### src/rtl/focus_acq_ctrl.sv
module focus_acq_ctrl #(
  parameter int DW = 12,
  parameter int EW = 12,
  parameter int CW = 16,
  parameter int SW = 8
) (
  input  logic                 clk,
  input  logic                 rst_n,
  input  logic                 start,
  input  logic                 tick,
  input  logic signed [EW-1:0] fe_sample,
  input  logic                 rf_ok,
  input  logic        [DW-2:0] step,
  input  logic signed [DW-1:0] lim_lo,
  input  logic signed [DW-1:0] lim_hi,
  input  logic        [SW-1:0] sweep_max,
  input  logic        [CW-1:0] blind_ticks,
  input  logic        [CW-1:0] verify_ticks,
  input  logic        [EW-2:0] hyst,
  output logic signed [DW-1:0] drive,
  output logic                 searching,
  output logic                 loop_close,
  output logic                 lock_fail,
  output logic                 search_timeout
);

  typedef enum logic [1:0] {S_IDLE, S_SEARCH, S_VERIFY, S_LOCK} state_t;
  localparam logic [1:0] Z_NONE = 2'd0;
  localparam logic [1:0] Z_NEG  = 2'd1;
  localparam logic [1:0] Z_POS  = 2'd2;
  localparam logic [CW-1:0] C_ONE = CW'(1);
  localparam logic [SW-1:0] S_ONE = SW'(1);

  state_t        state;
  logic          dir_up;
  logic [1:0]    zone;
  logic [CW-1:0] bcnt;
  logic [CW-1:0] vcnt;
  logic [SW-1:0] sweeps;

  logic signed [EW-1:0] hyst_s;
  logic [1:0]           zone_now;
  logic                 crossing, blind, close_ok, up_hit, dn_hit;
  logic signed [DW:0]   up_sum, dn_sum, hi_x, lo_x;
  logic [SW-1:0]        sweeps_nx;

  assign hyst_s    = $signed({1'b0, hyst});
  assign zone_now  = (fe_sample >= hyst_s)  ? Z_POS :
                     (fe_sample <= -hyst_s) ? Z_NEG : Z_NONE;
  assign crossing  = (zone != Z_NONE) && (zone_now != Z_NONE) && (zone_now != zone);
  assign blind     = (bcnt != '0);
  assign close_ok  = (state == S_SEARCH) && !blind && dir_up && rf_ok && crossing;

  assign up_sum    = $signed({drive[DW-1], drive}) + $signed({2'b00, step});
  assign dn_sum    = $signed({drive[DW-1], drive}) - $signed({2'b00, step});
  assign hi_x      = $signed({lim_hi[DW-1], lim_hi});
  assign lo_x      = $signed({lim_lo[DW-1], lim_lo});
  assign up_hit    = (up_sum >= hi_x);
  assign dn_hit    = (dn_sum <= lo_x);
  assign sweeps_nx = sweeps + S_ONE;

  assign searching  = (state == S_SEARCH);
  assign loop_close = (state == S_VERIFY) || (state == S_LOCK);

  always_ff @(posedge clk) begin
    if (!rst_n) begin
      state          <= S_IDLE;
      drive          <= '0;
      dir_up         <= 1'b1;
      zone           <= Z_NONE;
      bcnt           <= '0;
      vcnt           <= '0;
      sweeps         <= '0;
      lock_fail      <= 1'b0;
      search_timeout <= 1'b0;
    end else if (start) begin
      state          <= S_SEARCH;
      drive          <= lim_lo;
      dir_up         <= 1'b1;
      zone           <= Z_NONE;
      bcnt           <= blind_ticks;
      sweeps         <= '0;
      lock_fail      <= 1'b0;
      search_timeout <= 1'b0;
    end else if (tick) begin
      case (state)
        S_SEARCH: begin
          if (close_ok) begin
            state <= S_VERIFY;
            vcnt  <= verify_ticks;
          end else begin
            if (blind) begin
              bcnt <= bcnt - C_ONE;
              zone <= Z_NONE;
            end else if (zone_now != Z_NONE) begin
              zone <= zone_now;
            end
            if (dir_up) begin
              if (up_hit) begin
                drive  <= lim_hi;
                dir_up <= 1'b0;
              end else begin
                drive <= up_sum[DW-1:0];
              end
            end else if (dn_hit) begin
              if (sweeps_nx >= sweep_max) begin
                state          <= S_IDLE;
                drive          <= '0;
                search_timeout <= 1'b1;
              end else begin
                drive  <= lim_lo;
                dir_up <= 1'b1;
                sweeps <= sweeps_nx;
              end
            end else begin
              drive <= dn_sum[DW-1:0];
            end
          end
        end
        S_VERIFY: begin
          if (vcnt <= C_ONE) begin
            if (rf_ok) begin
              state <= S_LOCK;
            end else begin
              state     <= S_IDLE;
              drive     <= '0;
              lock_fail <= 1'b1;
            end
          end else begin
            vcnt <= vcnt - C_ONE;
          end
        end
        default: ;
      endcase
    end
  end

endmodule

### config.mk
export PLATFORM = sky130hd
export DESIGN_NAME = focus_acq_ctrl
export DESIGN_NICKNAME = d
export VERILOG_FILES = /design/src/rtl/focus_acq_ctrl.sv
export SDC_FILE = /design/constraint.sdc
export NUM_CORES = 1
export LEC_CHECK = 0
export ABC_AREA = 1
export BUFFER_PORTS_ARGS = -buffer_cell sky130_fd_sc_hd__buf_2
export CAP_MARGIN = 20
export CELL_PAD_IN_SITES_DETAIL_PLACEMENT = 1
export CELL_PAD_IN_SITES_GLOBAL_PLACEMENT = 1
export CORE_MARGIN = 1.5
export CORE_UTILIZATION = 43
export CTS_CLUSTER_SIZE = 14
export DETAILED_ROUTE_END_ITERATION = 8
export PLACE_DENSITY_LB_ADDON = 0.1
export REMOVE_ABC_BUFFERS = 1
export SKIP_CTS_REPAIR_TIMING = 1
export SLEW_MARGIN = 20
export SYNTH_ARGS = -nofsm -noshare
export SYNTH_HDL_FRONTEND = slang
export SYNTH_SLANG_ARGS = --single-unit
### constraint.sdc
create_clock -name clk -period 9.2 [get_ports clk]
set_input_delay 1.84 -clock clk [delete_from_list [all_inputs] [get_ports clk]]
set_output_delay 1.84 -clock clk [all_outputs]
set_load 0.02 [all_outputs]
==> results.toml, run 1 <==
[clock_network]
clk_pin_slew_ns = 0.05
clk_path_buf_depth = 2
htreeDepth = 3
cts_buffers = 9
cts_tree = "yes"
root_buffer = "clkbuf_16"
clk_latency_ns = 0.34
clock_sinks = 59

[cells_and_area]
stdcell_area_mm2 = 0.00776
drive_gt1_frac = 0.135
final_cells = 1417
finalNetCount = 1392
syn_to_final_growth_pct = 15.1
num_antenna_cells = 0

[synth]
ys_seq_area_frac = 0.175
synth_area_mm2 = 0.00674
syn_inst = 1101
synthSimpleGateAreaFrac = 0.338
synth_edf_count = 0
ys_ff_latch = 59
synthAdderAreaFrac = 0.165
synth.distinct_cells = 46
async_flop_share = 0
synthXorXnorAreaFrac = 0.0494
yosysWarnings = 0
synth_top_area_cell = "dfxtp_1"
synth_top_cell_area_share = 0.175
synth.area.top_cells = "dfxtp_1, ha_1, nand2_1"
syn_area_per_cell_um2 = 6.13
synth_top_family_by_area = "simple AND/OR/NAND/NOR gates"
synth_compound_area_frac = 0.144
ys.flop_type = "dfxtp_1"
synthMuxAreaShare = 0

[routing]
wire_per_inst_um = 14.8
routed_via_density = 5.17
ant_nets = 0
firstDrtPassIters = 4
via_count = 7329
drtIter0Drc = 232
wl_mm = 21.0
drc = 0

[timing]
maxSlewViolCount = 0
skew_ns = 0.00569
tightest_slew_ns = 0.880
finalHoldViolCount = 0
hold_ws_ns = 0.465
setup_viol = 0
period_needed_ns = 5.72
slew_headroom = 0.413
finalCritPeriodShare = 0.621
finalSetupTns_ns = 0
rsz0062_at_grt = "false"
max_freq_ghz = 0.175

[worst_setup_path]
crit_arrival_ns = 5.98
reg2reg_setup_slack_ns = 4.76
worstSetupStartpointType = "input pin"
end_kind = "register"
path_class = "in -> reg"
r2r_cells = 26
cp_data_required_time_ns = 9.46
cp_max_fo = 14

[grt]
grt_pass1_vias = 7480
antenna_found_initial = 1
gr-total-overflow = 0
grt_usage = 0.263
grt_max_degree = 33
grt_first_pass_wirelength_mm = 35.0

[worst_hold_path]
hp-class = "reg -> reg"
whs_path_depth = 2

[flow_run]
drv_cap = 0

[die]
core_area_mm2 = 0.0153
dieArea_mm2 = 0.0164
die_h_um = 128
start_util = 0.442
die-width_um = 128
num_io_pins = 119
num_rows = 45

[placed_design]
hpwl_mm = 16.5
place_inst = 1401
gp_congestion = 0.866
post_dp_cell_area_mm2 = 0.00745
io_buffers = 118

[power_and_ir_drop]
p_leak_nw = 4.29
p_per_area_mw_per_mm2 = 148
peakVddDrop_mv = 0.0702

[run_status]
outcome = "complete, no violations"
[per-layer routing]
layer | routed length [µm] | part of all wire | track usage
met3 | 736 | 0.035 | 0.0371
met2 | 10100 | 0.48 | 0.475
met5 | 13 | 0.00062 | 0
met1 | 9920 | 0.47 | 0.330
met4 | 249 | 0.012 | 0.0555
[state kept, by name (all words and copies together), names as in the netlist]
signal	flops
search_timeout	1
sweeps	8
zone	2
lock_fail	1
drive	12
bcnt	16
state	2
vcnt	16
dir_up	1
[metrics by stage]
stage | power [mW] | worst slack, ns | util
finish | 1.15 | 3.48 | 0.509
global route | 1.24 | 3.08 | 0.509
CTS | 1.15 | 3.59 | 0.509
detailed placement | 0.786 | 3.27 | 0.488
global placement | 0.774 | 3.40 | 0.488
floorplan | 0.634 | 4.26 | -
[cell usage after synthesis, types with 3 or more instances]
| library cell | number |
|---|---|
| a211oi_1 | 6 |
| a21oi_1 | 77 |
| a31oi_1 | 7 |
| buf_2 | 8 |
| buf_6 | 3 |
| clkbuf_1 | 15 |
| dfxtp_1 | 59 |
| ha_1 | 86 |
| inv_1 | 185 |
| inv_2 | 3 |
| nand2_1 | 262 |
| nand2_2 | 4 |
| nand3_1 | 79 |
| nand4_1 | 19 |
| nor2_1 | 113 |
| nor2_2 | 3 |
| nor2_4 | 3 |
| nor3_1 | 15 |
| nor3_2 | 3 |
| nor4_1 | 3 |
| o211ai_1 | 14 |
| o21a_1 | 4 |
| o21ai_0 | 52 |
| o21ai_1 | 6 |
| or2_2 | 6 |
| xnor2_1 | 6 |
| xor2_1 | 32 |
[cell usage in the layout (no fill, tap or decap), types with 4 or more instances in the layout]
master / n
nor2_1: 113
nand2_2: 4
o211ai_1: 14
inv_1: 185
o21ai_1: 6
nand3_1: 79
a31oi_1: 7
nor3_1: 15
o21ai_0: 52
nand2_1: 262
dfxtp_1: 59
buf_2: 118
clkbuf_16: 9
ha_1: 86
o21a_1: 4
or2_2: 6
a21oi_1: 77
nand4_1: 19
xnor2_1: 6
xor2_1: 32
a211oi_1: 6
[worst max-delay path, stage by stage]
cell and delay, ns:
buf_2 0.09, inv_1 0.04, ha_1 0.35, inv_1 0.19, nand3_1 0.11, nand2_1 0.15, nand3_1 0.09, nand3_1 0.12
a21oi_1 0.11, or2_2 0.30, nand2_1 0.12, inv_1 0.06, ha_1 0.30, nand2_1 0.09, inv_1 0.04, o21ai_0 0.15
nand2_1 0.08, nor2_1 0.19, nand2_1 0.07, nand2_1 0.08, nand3_1 0.37, inv_1 0.49, nand2_1 0.09, nand3_1 0.10
nand2_1 0.06, nor2_1 0.14, nor2_1 0.06, nor2_1 0.11
[power by group]
part | switching (mW) | internal (mW) | total [mW] | leakage [nW]
registers | 0.0200 | 0.271 | 0.291 | 0.484
logic | 0.323 | 0.177 | 0.500 | 3.66
clock network | 0.129 | 0.232 | 0.361 | 0.148
[final cells by class]
type                    count  area, µm²
clock buffers              13        270
clock inverters             3       45.0
fillers                  2178       7490
inverters                 190        713
multi-input cells         823       4700
flip-flops and latches     59       1180
well taps                 211        264
repair buffers            118        591
[worst paths after layout]
check / from / end
setup / recovery: step[3] / drive[7]
hold / removal: zone[0] / zone[0]
setup reg to reg: drive[3] / drive[7]
hold reg to reg: zone[0] / zone[0]
[cells by family after synthesis]
kind of cell / Yosys count
simple gates: 522
flops: 59
xor+xnor: 38
compound gates: 175
fa+ha+maj: 88
buf+inv: 219
(Power assumes the default switching activity.)
==> run 2, diff against run 1 <==
--- a/config.mk
+++ b/config.mk
@@ -5,13 +5,13 @@
 export SDC_FILE = /design/constraint.sdc
 export NUM_CORES = 1
 export LEC_CHECK = 0
-export ABC_AREA = 1
+export ABC_AREA = 0
 export BUFFER_PORTS_ARGS = -buffer_cell sky130_fd_sc_hd__buf_2
 export CAP_MARGIN = 20
 export CELL_PAD_IN_SITES_DETAIL_PLACEMENT = 1
 export CELL_PAD_IN_SITES_GLOBAL_PLACEMENT = 1
 export CORE_MARGIN = 1.5
-export CORE_UTILIZATION = 43
+export CORE_UTILIZATION = 42
 export CTS_CLUSTER_SIZE = 14
 export DETAILED_ROUTE_END_ITERATION = 8
 export PLACE_DENSITY_LB_ADDON = 0.1
==> constraint.sdc (replaced) <==
create_clock -name clk -period 5.5 [get_ports clk]
set_input_delay 1.1 -clock clk [delete_from_list [all_inputs] [get_ports clk]]
set_output_delay 1.1 -clock clk [all_outputs]
set_load 0.02 [all_outputs]
==> run 2 against run 1 <==
Effect of this change:
- via count shrank 3.6%
- combinational power rose by 86%
- setup slack worse by 3.2 ns
- critical endpoint is now drive[4]
- area after synthesis down 2.9%
- critical path type unchanged
- final cell count down 17%
- first-iteration DRC count rose by 44%
- synthesized cell count down 21%
- sequential power is 69% higher
==> results.toml, run 2 <==
[clock_network]
clock_sinks = 59
clk_pin_slew_ns = 0.06
cts_tree = "yes"
cts_buffers = 9
root_buffer = "clkbuf_16"
htreeDepth = 3
clk_path_buf_depth = 2
clk_latency_ns = 0.33

[worst_setup_path]
cp_max_fo = 7
cp_cell_sequence = "buf_2 > ha_1 > fa_1 > nor2b_1 > o21ai_0 > and3_1 > o31ai_2 > buf_4 > xnor2_1 > ha_1 > nand4_1 > nor4_1 > or4b_2 > or4_1 > nand2_2 > buf_4 > nand2_1 > a311o_1 > a31oi_1"
worstSetupStartpointType = "input pin"
reg2reg_setup_slack_ns = 0.73
critPathBufInv = 3
slowest_delay_ns = 0.68
path_class = "in -> reg"
end_kind = "register"
critPathSlowestCell = "or4b_2"
cp_data_required_time_ns = 5.76
crit_family = "simple AND/OR/NAND/NOR gates"
crit_arrival_ns = 5.51

[placed_design]
io_buffers = 118
place_inst = 1163
gp_congestion = 0.869
dp_slack_ns = -0.284
hpwl_mm = 17.4

[routing]
ant_nets = 0
drtIter0Drc = 333
wire_per_inst_um = 19.0
drc = 0
routed_via_density = 5.99
via_count = 7063
firstDrtPassIters = 7
wl_mm = 22.4

[power_and_ir_drop]
p_per_area_mw_per_mm2 = 263
p_leak_nw = 3.59
peakVddDrop_mv = 0.138

[grt]
grt_usage = 0.278
grt_pass1_vias = 7580
gr-total-overflow = 0
grt_max_degree = 44
antenna_found_initial = 0
grt_first_pass_wirelength_mm = 36.9

[die]
die-width_um = 128
num_rows = 45
num_io_pins = 119
dieArea_mm2 = 0.0164
die_h_um = 128
core_area_mm2 = 0.0152
start_util = 0.431

[cells_and_area]
final_cell_mix = "buf_2, ha_1, inv_1"
drive_gt1_frac = 0.215
reg_top3 = "bcnt: 16 flops, vcnt: 16 flops, drive: 12 flops"
final_util = 0.514
finalNetCount = 1177
syn_to_final_growth_pct = 19.2
num_antenna_cells = 0
final_cells = 1179
final_common_cell = "buf_2"

[timing]
tightest_slew_ns = 0.914
skew_ns = 0.00720
setup_viol = 0
slew_headroom = 0.390
rsz0062_at_grt = "false"
period_needed_ns = 5.25
hold_ws_ns = 0.488
timing.final.ws_setup_ns = 0.246
max_freq_ghz = 0.190
finalHoldViolCount = 0
maxSlewViolCount = 0
finalCritPeriodShare = 0.955

[synth]
ys_seq_area_frac = 0.180
synth_edf_count = 0
ys_ff_latch = 59
synth_top_area_cell = "dfxtp_1"
synth.distinct_cells = 77
synth.most_common_cell = "ha_1"
yosysWarnings = 0
async_flop_share = 0
yosys-top-cells-count = "ha_1, inv_1, nand2_1, nor2_1, dfxtp_1"
syn_inst = 869
syn_area_per_cell_um2 = 7.54
synth_top_cell_area_share = 0.180
synth_area_mm2 = 0.00655
synth.area.top_cells = "dfxtp_1, ha_1, inv_1"
ys.flop_type = "dfxtp_1"

[flow_run]
drv_cap = 0

[worst_hold_path]
hp-class = "reg -> reg"

[run_status]
outcome = "complete, no violations"
==> run 2: layer usage <==
layer | GRT usage | share of wire | routed length [µm]
met5 | 0 | 0 | 0
met4 | 0.0846 | 0.023 | 505
met3 | 0.0405 | 0.038 | 840
met2 | 0.513 | 0.50 | 11200
met1 | 0.330 | 0.44 | 9860
==> run 2: path summary, 6_finish.rpt <==
kind | depth (start not counted) | from | to
setup / recovery | 19 | step[0] | drive[4]
hold / removal | 2 | search_timeout | search_timeout
setup reg to reg | 17 | drive[1] | drive[4]
hold reg to reg | 2 | search_timeout | search_timeout
==> run 2: kinds of logic (layout without fill, tap and decap cells) <==
logic type / after synthesis / count (layout) / synth area share
mux: 12 / 12 / 0.0193
xor+xnor: 44 / 44 / 0.0588
simple gates: 290 / 290 / 0.224
compound gates: 242 / 242 / 0.266
buf+inv: 134 / 256 / 0.0810
fa+ha+maj: 88 / 88 / 0.170
flops: 59 / 59 / 0.180
==> run 2: worst min-delay path, stage by stage (launching register included) <==
cell and delay, ns:
dfxtp_1 0.33, a21oi_1 0.04, nor2_1 0.08
==> run 2: layout make-up <==
| type | count | area (µm²) |
|---|---|---|
| fill | 1911 | 7390 |
| multi-input combinational | 676 | 4880 |
| sequential | 59 | 1180 |
| timing repair buffer | 154 | 861 |
| inverter | 86 | 323 |
| clock buffer | 11 | 253 |
| tap | 188 | 235 |
| clock inverter | 5 | 75.1 |
==> run 2: through the flow <==
stage	setup TNS [ns]	total power, mW	area [µm²]
floorplan	0	1.05	6340
global placement	-0.107	1.37	7450
detailed placement	-0.946	1.41	7450
CTS	0	2.05	7780
global route	0	2.18	7810
finish	0	2.06	7810
==> run 2: power by group <==
part | total (mW) | internal (mW) | switching [mW]
logic | 0.932 | 0.392 | 0.540
registers | 0.492 | 0.454 | 0.0378
clock network | 0.632 | 0.419 | 0.213
==> run 3, diff against run 2 <==
--- a/config.mk
+++ b/config.mk
@@ -9,9 +9,9 @@
 export BUFFER_PORTS_ARGS = -buffer_cell sky130_fd_sc_hd__buf_2
 export CAP_MARGIN = 20
 export CELL_PAD_IN_SITES_DETAIL_PLACEMENT = 1
-export CELL_PAD_IN_SITES_GLOBAL_PLACEMENT = 1
+export CELL_PAD_IN_SITES_GLOBAL_PLACEMENT = 2
 export CORE_MARGIN = 1.5
-export CORE_UTILIZATION = 42
+export CORE_UTILIZATION = 33
 export CTS_CLUSTER_SIZE = 14
 export DETAILED_ROUTE_END_ITERATION = 8
 export PLACE_DENSITY_LB_ADDON = 0.1
==> run 3 against run 2 <==
Effect of this change:
- largest power group unchanged
- critical path depth increased by 1
- largest cell class unchanged
- clock skew increased by 0.00085 ns
- hold slack got worse by 0.020 ns
- wire length increased by 5.1%
- utilization decreased by 11 points
- via count decreased by 0.93%
- count of clock-buffer cells in the layout unchanged
- flip-flop and latch count unchanged
- sequential share of layout area decreased by 0.22 points
- fmax decreased by 1.4%
==> results.toml, run 3 (synthesis gave the netlist of run 2 again) <==
[timing]
timing.final.ws_setup_ns = 0.170
tightest_slew_ns = 1.01
setup_viol = 0
finalHoldViolCount = 0
max_freq_ghz = 0.188
finalCritPeriodShare = 0.969
skew_ns = 0.00804
hold_ws_ns = 0.468
maxSlewViolCount = 0
slew_headroom = 0.324
period_needed_ns = 5.33

[worst_hold_path]
hp-class = "reg -> reg"

[grt]
gr-total-overflow = 0
grt_pass1_vias = 7228
grt_first_pass_wirelength_mm = 37.0
grt_usage = 0.228
grt_max_degree = 44
antenna_found_initial = 1

[worst_setup_path]
critPathSlowestCell = "or4b_2"
cp_data_required_time_ns = 5.76
cp_cell_sequence = "buf_2 > inv_1 > ha_1 > nand2b_1 > a21oi_1 > o21ai_0 > a2111oi_1 > buf_4 > o31a_1 > nor2_1 > ha_1 > nand4_1 > nor4_1 > or4b_2 > or4_1 > nand2_2 > buf_4 > nand2_1 > a311o_1 > a31oi_1"
path_class = "in -> reg"
crit_arrival_ns = 5.59
cp_max_fo = 7
worstSetupStartpointType = "input pin"
end_kind = "register"
slowest_delay_ns = 0.67
reg2reg_setup_slack_ns = 0.62

[power_and_ir_drop]
p_leak_nw = 3.60
p_switching_mw = 0.798
clkPwrFrac = 0.286
peakVddDrop_mv = 0.129
p_seq_frac = 0.244
switching_share = 0.396
p_int_mw = 1.22
p_per_area_mw_per_mm2 = 254
p_comb_frac = 0.470

[cells_and_area]
syn_to_final_growth_pct = 21.0
final_cell_mix = "buf_2, ha_1, inv_1"
final_common_cell = "buf_2"
finalNetCount = 1183
drive_gt1_frac = 0.219
reg_top3 = "bcnt: 16 flops, vcnt: 16 flops, drive: 12 flops"
n_fill_cell = 2438
final-seq-area_mm2 = 0.00118
multi_input_area_mm2 = 0.00488

[die]
die_h_um = 144
dieArea_mm2 = 0.0207
core_area_mm2 = 0.0195
num_io_pins = 119
die-width_um = 144
start_util = 0.337
num_rows = 51

[routing]
ant_nets = 0
drtIter0Drc = 215
wl_mm = 23.5
firstDrtPassIters = 4
routed_via_density = 5.54
wire_per_inst_um = 18.6
drc = 0
via_count = 6997

[clock_network]
clk_pin_slew_ns = 0.05
clock_sinks = 59
cts_tree = "yes"
root_buffer = "clkbuf_16"
htreeDepth = 3
cts_buffers = 9
clk_path_buf_depth = 2
clk_latency_ns = 0.34

[placed_design]
hpwl_mm = 18.8
dp_slack_ns = -0.339
gp_congestion = 0.847
io_buffers = 118

[run_status]
outcome = "complete, no violations"

[flow_run]
drv_cap = 0
==> run 3: changes by cell type in the layout (fill, tap and decap cells not counted) <==
cell        change
buf_4           +6
a2111oi_0       +1
a2111oi_2       -1
bufinv_16       -1
clkbuf_1        +1
clkbuf_8        -1
clkinvlp_4      +1
diode_2         +1
o311ai_1        -1
o311ai_2        +1
o31ai_1         +1
o31ai_2         -1
o41ai_1         -1
o41ai_2         +1
==> run 3: power groups by stage <==
| stage | clock network, mW | registers [mW] | logic (mW) |
|---|---|---|---|
| after floorplan | 0 | 0.504 | 0.548 |
| after global placement | 0 | 0.500 | 0.901 |
| after detailed placement | 0 | 0.501 | 0.927 |
| after CTS | 0.584 | 0.492 | 0.935 |
| after global routing | 0.601 | 0.496 | 1.04 |
| final | 0.575 | 0.492 | 0.948 |
==> run 3: layout make-up <==
cell class | count | share of cell area
Clock buffer | 11 | 0.0306
Antenna cell | 1 | 0.000316
Timing Repair Buffer | 160 | 0.114
Tap cell | 265 | 0.0418
Sequential cell | 59 | 0.149
Inverter | 86 | 0.0407
Clock inverter | 5 | 0.00663
Multi-Input combinational cell | 676 | 0.616
==> run 3: worst paths after layout <==
path                  startpoint        endpoint  depth (start not counted)
setup / recovery         step[1]        drive[3]                         20
hold / removal    search_timeout  search_timeout                          2
setup reg to reg        drive[1]        drive[3]                         18
hold reg to reg   search_timeout  search_timeout                          2
==> run 3: stage by stage <==
step | cells | util | instance area, µm² | power (mW) | TNS (ns)
2_1_floorplan | 821 | - | 6340 | 1.05 | 0
3_3_place_gp | 1246 | 0.390 | 7600 | 1.40 | -0.283
3_5_place_dp | 1246 | 0.390 | 7600 | 1.43 | -0.609
4_1_cts | 1262 | 0.405 | 7890 | 2.01 | -0.0326
5_1_grt | 1262 | 0.407 | 7920 | 2.14 | -0.0161
6_report | 1263 | 0.407 | 7920 | 2.02 | 0
==> run 3: routing by layer <==
metal	vias to the layer above	part of all wire	track usage
met5	-	0	0
met4	0	0.013	0.0489
met3	23	0.045	0.0377
met2	151	0.50	0.407
met1	3392	0.44	0.286
li1	3431	-	-
==> run 3: worst max-delay path, delay by kind of cell <==
family | cells | cell delay, ns
AND/OR/NAND/NOR | 8 | 1.78
AO/OA/AOI/OAI | 6 | 1.54
adder cells (fa/ha/maj) | 2 | 0.64
buffers and inverters | 4 | 0.53
